==> src/rtl/vidirq_pkg.sv <==
`timescale 1ns/1ps
package vidirq_pkg;
    localparam int unsigned LVL_W = 3;

    typedef enum logic [1:0] {
        A_RELOAD_HI = 2'd0,
        A_RELOAD_LO = 2'd1,
        A_ACK       = 2'd2,
        A_SPARE     = 2'd3
    } reg_addr_e;

    typedef enum logic {
        T_IDLE = 1'b0,
        T_RUN  = 1'b1
    } tmr_state_e;

    // bit order matches the acknowledge register: [2] vblank, [1] timer, [0] boot
    typedef struct packed {
        logic vblank;
        logic timer;
        logic boot;
    } src_t;
endpackage

==> src/rtl/vidirq_timer.sv <==
`timescale 1ns/1ps
module vidirq_timer
    import vidirq_pkg::*;
#(
    parameter int unsigned CNT_W = 32
) (
    input  logic               clk,
    input  logic               rst_n,
    input  logic               pix_en,
    input  logic               wr_hi,
    input  logic               wr_lo,
    input  logic [CNT_W/2-1:0] wr_half,
    output logic               fire
);
    localparam int unsigned HALF_W = CNT_W / 2;

    tmr_state_e        state_q, state_d;
    logic [CNT_W-1:0]  cnt_q;
    logic [CNT_W-1:0]  rel_q;

    always_comb begin
        state_d = state_q;
        unique case (state_q)
            T_IDLE:  if (wr_lo) state_d = T_RUN;
            T_RUN:   state_d = T_RUN;
            default: state_d = T_IDLE;
        endcase
    end

    always_ff @(posedge clk or negedge rst_n) begin
        if (!rst_n) state_q <= T_IDLE;
        else        state_q <= state_d;
    end

    always_ff @(posedge clk or negedge rst_n) begin
        if (!rst_n) begin
            rel_q <= '0;
            cnt_q <= '0;
        end else begin
            if (wr_hi) rel_q[CNT_W-1:HALF_W] <= wr_half;
            if (wr_lo) begin
                rel_q[HALF_W-1:0] <= wr_half;
                cnt_q             <= {rel_q[CNT_W-1:HALF_W], wr_half};
            end else if (state_q == T_RUN && pix_en) begin
                if (cnt_q == '0) cnt_q <= rel_q;
                else             cnt_q <= cnt_q - 1'b1;
            end
        end
    end

    always_comb begin
        fire = 1'b0;
        unique case (state_q)
            T_IDLE:  fire = 1'b0;
            T_RUN:   fire = pix_en && !wr_lo && (cnt_q == '0);
            default: fire = 1'b0;
        endcase
    end

    // after a fire the counter holds the reload value
    p_reload_after_fire_r5: assert property (@(posedge clk) disable iff (!rst_n)
        fire |=> cnt_q == $past(rel_q));
    // no fire while idle
    p_idle_silent_r11: assert property (@(posedge clk) disable iff (!rst_n)
        (state_q == T_IDLE) |-> !fire);
    // a low-half write loads the counter
    p_lo_load_r5: assert property (@(posedge clk) disable iff (!rst_n)
        wr_lo |=> cnt_q[HALF_W-1:0] == $past(wr_half));
endmodule

==> src/rtl/vidirq_pending.sv <==
`timescale 1ns/1ps
module vidirq_pending
    import vidirq_pkg::*;
(
    input  logic clk,
    input  logic rst_n,
    input  src_t set_i,
    input  src_t clr_i,
    output src_t flags_o
);
    always_ff @(posedge clk or negedge rst_n) begin
        if (!rst_n) flags_o <= '{vblank: 1'b0, timer: 1'b0, boot: 1'b1};
        else        flags_o <= set_i | (flags_o & ~clr_i);
    end

    // a flag not acknowledged stays set
    p_vb_hold_r4: assert property (@(posedge clk) disable iff (!rst_n)
        (flags_o.vblank && !clr_i.vblank) |=> flags_o.vblank);
    // an event beats a simultaneous acknowledge
    p_tm_set_wins_r10: assert property (@(posedge clk) disable iff (!rst_n)
        set_i.timer |=> flags_o.timer);
    // acknowledge clears boot
    p_boot_clear_r2: assert property (@(posedge clk) disable iff (!rst_n)
        (clr_i.boot && !set_i.boot) |=> !flags_o.boot);
endmodule

==> src/rtl/vidirq_encode.sv <==
`timescale 1ns/1ps
module vidirq_encode
    import vidirq_pkg::*;
(
    input  src_t             flags_i,
    input  logic             alt_map,
    output logic [LVL_W-1:0] ipl_n
);
    logic             lvl2_src;
    logic [LVL_W-1:0] lvl;

    always_comb begin
        lvl2_src = alt_map ? flags_i.vblank : flags_i.timer;
        if (flags_i.boot)                         lvl = 3'd3;
        else if (lvl2_src)                        lvl = 3'd2;
        else if (flags_i.vblank || flags_i.timer) lvl = 3'd1;
        else                                      lvl = 3'd0;
        ipl_n = ~lvl;
    end
endmodule

==> src/rtl/vidirq_ctrl.sv <==
`timescale 1ns/1ps
module vidirq_ctrl
    import vidirq_pkg::*;
#(
    parameter int unsigned CNT_W = 32
) (
    input  logic               clk,
    input  logic               rst_n,
    input  logic               pix_en,
    input  logic               vblank_start,
    input  logic               alt_map,
    input  logic               wr_en,
    input  logic [1:0]         wr_addr,
    input  logic [CNT_W/2-1:0] wr_data,
    output logic [2:0]         ipl_n
);
    reg_addr_e addr;
    logic      wr_hi, wr_lo, wr_ack, tmr_fire;
    src_t      set_s, clr_s, flags;

    always_comb begin
        addr   = reg_addr_e'(wr_addr);
        wr_hi  = wr_en && (addr == A_RELOAD_HI);
        wr_lo  = wr_en && (addr == A_RELOAD_LO);
        wr_ack = wr_en && (addr == A_ACK);
        set_s  = '{vblank: vblank_start, timer: tmr_fire, boot: 1'b0};
        clr_s  = wr_ack ? src_t'(wr_data[2:0]) : src_t'(3'b000);
    end

    vidirq_timer #(.CNT_W(CNT_W)) timer_i (
        .clk(clk), .rst_n(rst_n), .pix_en(pix_en),
        .wr_hi(wr_hi), .wr_lo(wr_lo), .wr_half(wr_data), .fire(tmr_fire)
    );

    vidirq_pending pend_i (
        .clk(clk), .rst_n(rst_n), .set_i(set_s), .clr_i(clr_s), .flags_o(flags)
    );

    vidirq_encode enc_i (
        .flags_i(flags), .alt_map(alt_map), .ipl_n(ipl_n)
    );

    // boot pending always shows level 3
    p_boot_top_r1: assert property (@(posedge clk) disable iff (!rst_n)
        flags.boot |-> ipl_n == 3'b100);
    // nothing pending reads all ones
    p_quiet_r8: assert property (@(posedge clk) disable iff (!rst_n)
        (flags == 3'b000) |-> ipl_n == 3'b111);
    // alternate mapping puts a lone timer at level 1
    p_alt_swap_r7: assert property (@(posedge clk) disable iff (!rst_n)
        (alt_map && flags == 3'b010) |-> ipl_n == 3'b110);
    // a spare-address write never clears a flag
    p_spare_r12: assert property (@(posedge clk) disable iff (!rst_n)
        (wr_en && addr == A_SPARE && flags.vblank) |=> flags.vblank);
endmodule

==> config.mk <==
export PLATFORM = sky130hd
export DESIGN_NAME = vidirq_ctrl
export DESIGN_NICKNAME = d
export VERILOG_FILES = /design/src/rtl/vidirq_pkg.sv /design/src/rtl/vidirq_timer.sv /design/src/rtl/vidirq_pending.sv /design/src/rtl/vidirq_encode.sv /design/src/rtl/vidirq_ctrl.sv
export SDC_FILE = /design/constraint.sdc
export NUM_CORES = 1
export LEC_CHECK = 0
export ABC_AREA = 1
export BUFFER_PORTS_ARGS = -buffer_cell sky130_fd_sc_hd__buf_2
export CAP_MARGIN = 20
export CORE_MARGIN = 2
export CORE_UTILIZATION = 50
export DETAILED_ROUTE_END_ITERATION = 16
export MAX_ROUTING_LAYER = met4
export PLACE_DENSITY_LB_ADDON = 0.12
export SLEW_MARGIN = 10
export SYNTH_ARGS = -nofsm -noshare
export SYNTH_HDL_FRONTEND = slang
export SYNTH_SLANG_ARGS = --single-unit
==> constraint.sdc <==
create_clock -name clk -period 1.9 [get_ports clk]
set_input_delay 0.285 -clock clk [delete_from_list [all_inputs] [get_ports clk]]
set_output_delay 0.285 -clock clk [all_outputs]
set_load 0.01 [all_outputs]
==> results.sh <==
export IMPL_min_path_cells=3
export IMPL_netlist_top_cells_count="nand2_1, inv_1, nor2_1"
export IMPL_htree_num_levels=3
export IMPL_synthArstFlopShare=1.00
export IMPL_dieArea_sq_um=9120
export IMPL_path_cells="inv_1 -> ha_1 -> nand2_1 -> nor2_4 -> nand3_4 -> nor2_8 -> inv_2 -> o21ai_0 -> o21bai_1"
export IMPL_maxCapViolations=0
export IMPL_netlist_instances=606
export IMPL_required_ns=2.13
export IMPL_finalMaxSlewViolations=0
export IMPL_synth_ff_type="dfrtp_1"
export IMPL_hold_viol=0
export IMPL_multi_input_area_sq_um=2100
export IMPL_clk_path_buf_depth=2
export IMPL_cp_startpoint="timer_i.cnt_q[0]"
export IMPL_dpl_cell_area_sq_um=4530
export IMPL_r2r_start="timer_i.cnt_q[0]"
export IMPL_final_setup_skew_ns=0.00678
export IMPL_ff2ff_path_depth=9
export IMPL_areaGrowthSynthToFinish_pct=14.3
export IMPL_cts_buffers=9
export IMPL_cts_tree="built"
export IMPL_fin_setup_tns_ns=0
export IMPL_p_switching_uw=2130
export IMPL_arrival_ns=2.01
export IMPL_power_uw=5330
export IMPL_avgViaCountPerCell=5.08
export IMPL_rsz0062_at_grt="true"
export IMPL_drt_initial_drc_count=218
export IMPL_cp_slowest_cell="dfrtp_1"
export IMPL_wl_um=10900
export IMPL_p_clk_frac=0.237
export IMPL_portBuffers=25
export IMPL_period_share=0.935
export IMPL_clock_tree_root_cell="clkbuf_8"
export IMPL_critical_path_class="reg2reg"
export IMPL_fin_area_sq_um=4780
export IMPL_grt_first_pass_wirelength_um=18300
export IMPL_finalNetCount=674
export IMPL_cts_sinks=68
export IMPL_initial_core_util=0.512
export IMPL_critical_path_endpoint_type="flip-flop"
export IMPL_holdWs_ns=0.115
export IMPL_status="finished, final reports clean"
export IMPL_antenna_cells=0
export IMPL_synth_area_leaders="dfrtp_1, nand2_1, inv_1"
export IMPL_netlist_area_leader_share=0.401
export IMPL_hp_start="vblank_start"
export IMPL_fmax_mhz=563
export IMPL_antenna_found_initial=0
export IMPL_crit_fanout=11
export IMPL_ys_seq_area_frac=0.407
export IMPL_avgSynthCellArea_sq_um=6.90
export IMPL_crit_path_max_incr_delay_ns=0.39
export IMPL_grt_max_degree=41
export IMPL_syn_cell_area_sq_um=4180
export IMPL_synth_cell_types=34
export IMPL_synth_most_common_cell="nand2_1"
export IMPL_combPwrFrac=0.372
export IMPL_synth_largest_area_cell="dfrtp_1"
export IMPL_place_hpwl_um=8230
export IMPL_drt_wirelength_per_cell_um=14.3
export IMPL_die_x_um=95.5
export IMPL_p_int_uw=3200
export IMPL_drive_above_1_share=0.162
export IMPL_seqPwrFrac=0.391
export IMPL_grt_pass1_vias=3762
export IMPL_coreArea_sq_um=8180
export IMPL_die_h_um=95.5
export IMPL_clk_pin_slew_worst_paths_ns=0.08
export IMPL_syn_num_nets=632
export IMPL_clk_latency_ns=0.35
export IMPL_grt_overflow=0
export IMPL_cp_num_cells=9
export IMPL_synth_seq_cells=68
export IMPL_grt_total_usage=0.272
export IMPL_p_leak_uw=0.00249
export IMPL_synth_warnings=0
export IMPL_power_density_nw_per_um2=1110
export IMPL_cpLargestDelayFamily="simple AND/OR/NAND/NOR gates"
export IMPL_crit_buf_inv=2
export IMPL_firstDrtPassIters=4
export IMPL_netSwitchingFraction=0.400
export IMPL_drc_errors=0
export IMPL_max_vdd_ir_drop_v=0.000590
export IMPL_fill_cells=758
export IMPL_postCtsSetupBuffers=0
export IMPL_num_rows=33
export IMPL_gp_congestion=0.971
export IMPL_antenna_left=0
export IMPL_via_count=3854
export IMPL_finalWorstPathRequiredPeriod_ns=1.78
export IMPL_pin_count=27
export IMPL_setup_viol=0
export IMPL_hold_path_class="in2reg"
export IMPL_seq_area_sq_um=1700
export IMPL_worstSetupStartpointType="flip-flop"
export IMPL_synth_edf_count=0
==> worst reg2reg max path: cells and delay by family, from the launching register on <==
kind / cells / cell delay [ns]
flops: 1 / 0.39
simple gates: 4 / 0.52
compound gates: 2 / 0.26
buf+inv: 2 / 0.28
fa+ha+maj: 1 / 0.20
==> path summary, 6_finish.rpt <==
path | to | slack [ns]
worst max-delay path | timer_i.cnt_q[5] | 0.12
worst min-delay path | pend_i.flags_o[2] | 0.12
worst max register to register | timer_i.cnt_q[5] | 0.12
worst min register to register | timer_i.rel_q[5] | 0.47
max in group asynchronous | pend_i.flags_o[0] | 0.93
min in group asynchronous | timer_i.cnt_q[26] | 0.38
==> routing by layer <==
layer / GRT usage / part of all wire / up-vias
met1: 0.384 / 0.49 / 1777
met5: - / 0 / -
met3: 0.0427 / 0.052 / 15
met4: 0.0893 / 0.014 / 0
met2: 0.402 / 0.44 / 101
li1: - / - / 1961
==> stage by stage <==
stage                     worst slack, ns  utilization  cells
after floorplan                     0.339            -    606
after global placement              0.167        0.554    741
after detailed placement            0.126        0.554    741
after CTS                          0.0672        0.581    758
after global routing              -0.0284        0.585    758
final                               0.124        0.585    758
==> cell usage in the layout, fill, tap and decap left out, drive strengths merged, types with 3 or more instances in the layout <==
master	n
nand2	207
nor2	90
inv	79
dfrtp	67
buf	48
nand3	47
o21ai	36
a21oi	28
clkbuf	11
o21bai	8
xor2	7
nand4	6
or2	3
clkinv	3
==> layout make-up <==
type                       count  area share
clock buffer                  11      0.0317
inverter                      79      0.0620
multi-input combinational    441       0.440
sequential                    68       0.356
timing repair buffer          49      0.0704
clock inverter                 5      0.0126
tap                          105      0.0275
==> logic make-up after synthesis <==
logic type / Yosys count / share of synthesized area
AO/OA/AOI/OAI: 72 / 0.0936
AND/OR/NAND/NOR: 356 / 0.374
flip-flops: 68 / 0.407
buffers and inverters: 97 / 0.0969
other: 1 / 0.000896
adder cells (fa/ha/maj): 2 / 0.00598
XOR/XNOR: 9 / 0.0188
multiplexers: 1 / 0.00269
==> power by group through the flow <==
stage	clock (uW)	combinational, uW	sequential, uW
final	1270	1980	2080
after global routing	1360	2260	2120
after CTS	1290	1940	2070
after detailed placement	0	1920	2100
after global placement	0	1890	2100
after floorplan	0	1360	2060
==> what timing repair did <==
action	CTS	global route
endpoints found under the setup margin	0	27
hold buffers	1	0
hold endpoints to repair	11	0
gates resized for setup	0	8
==> sequential cells by signal, summed over array words and instances (netlist names) <==
register,cells
timer_i.rel_q,32
timer_i.cnt_q,32
pend_i.flags_o,3
timer_i.state_q,1
Power figures use the tool's default switching activity.
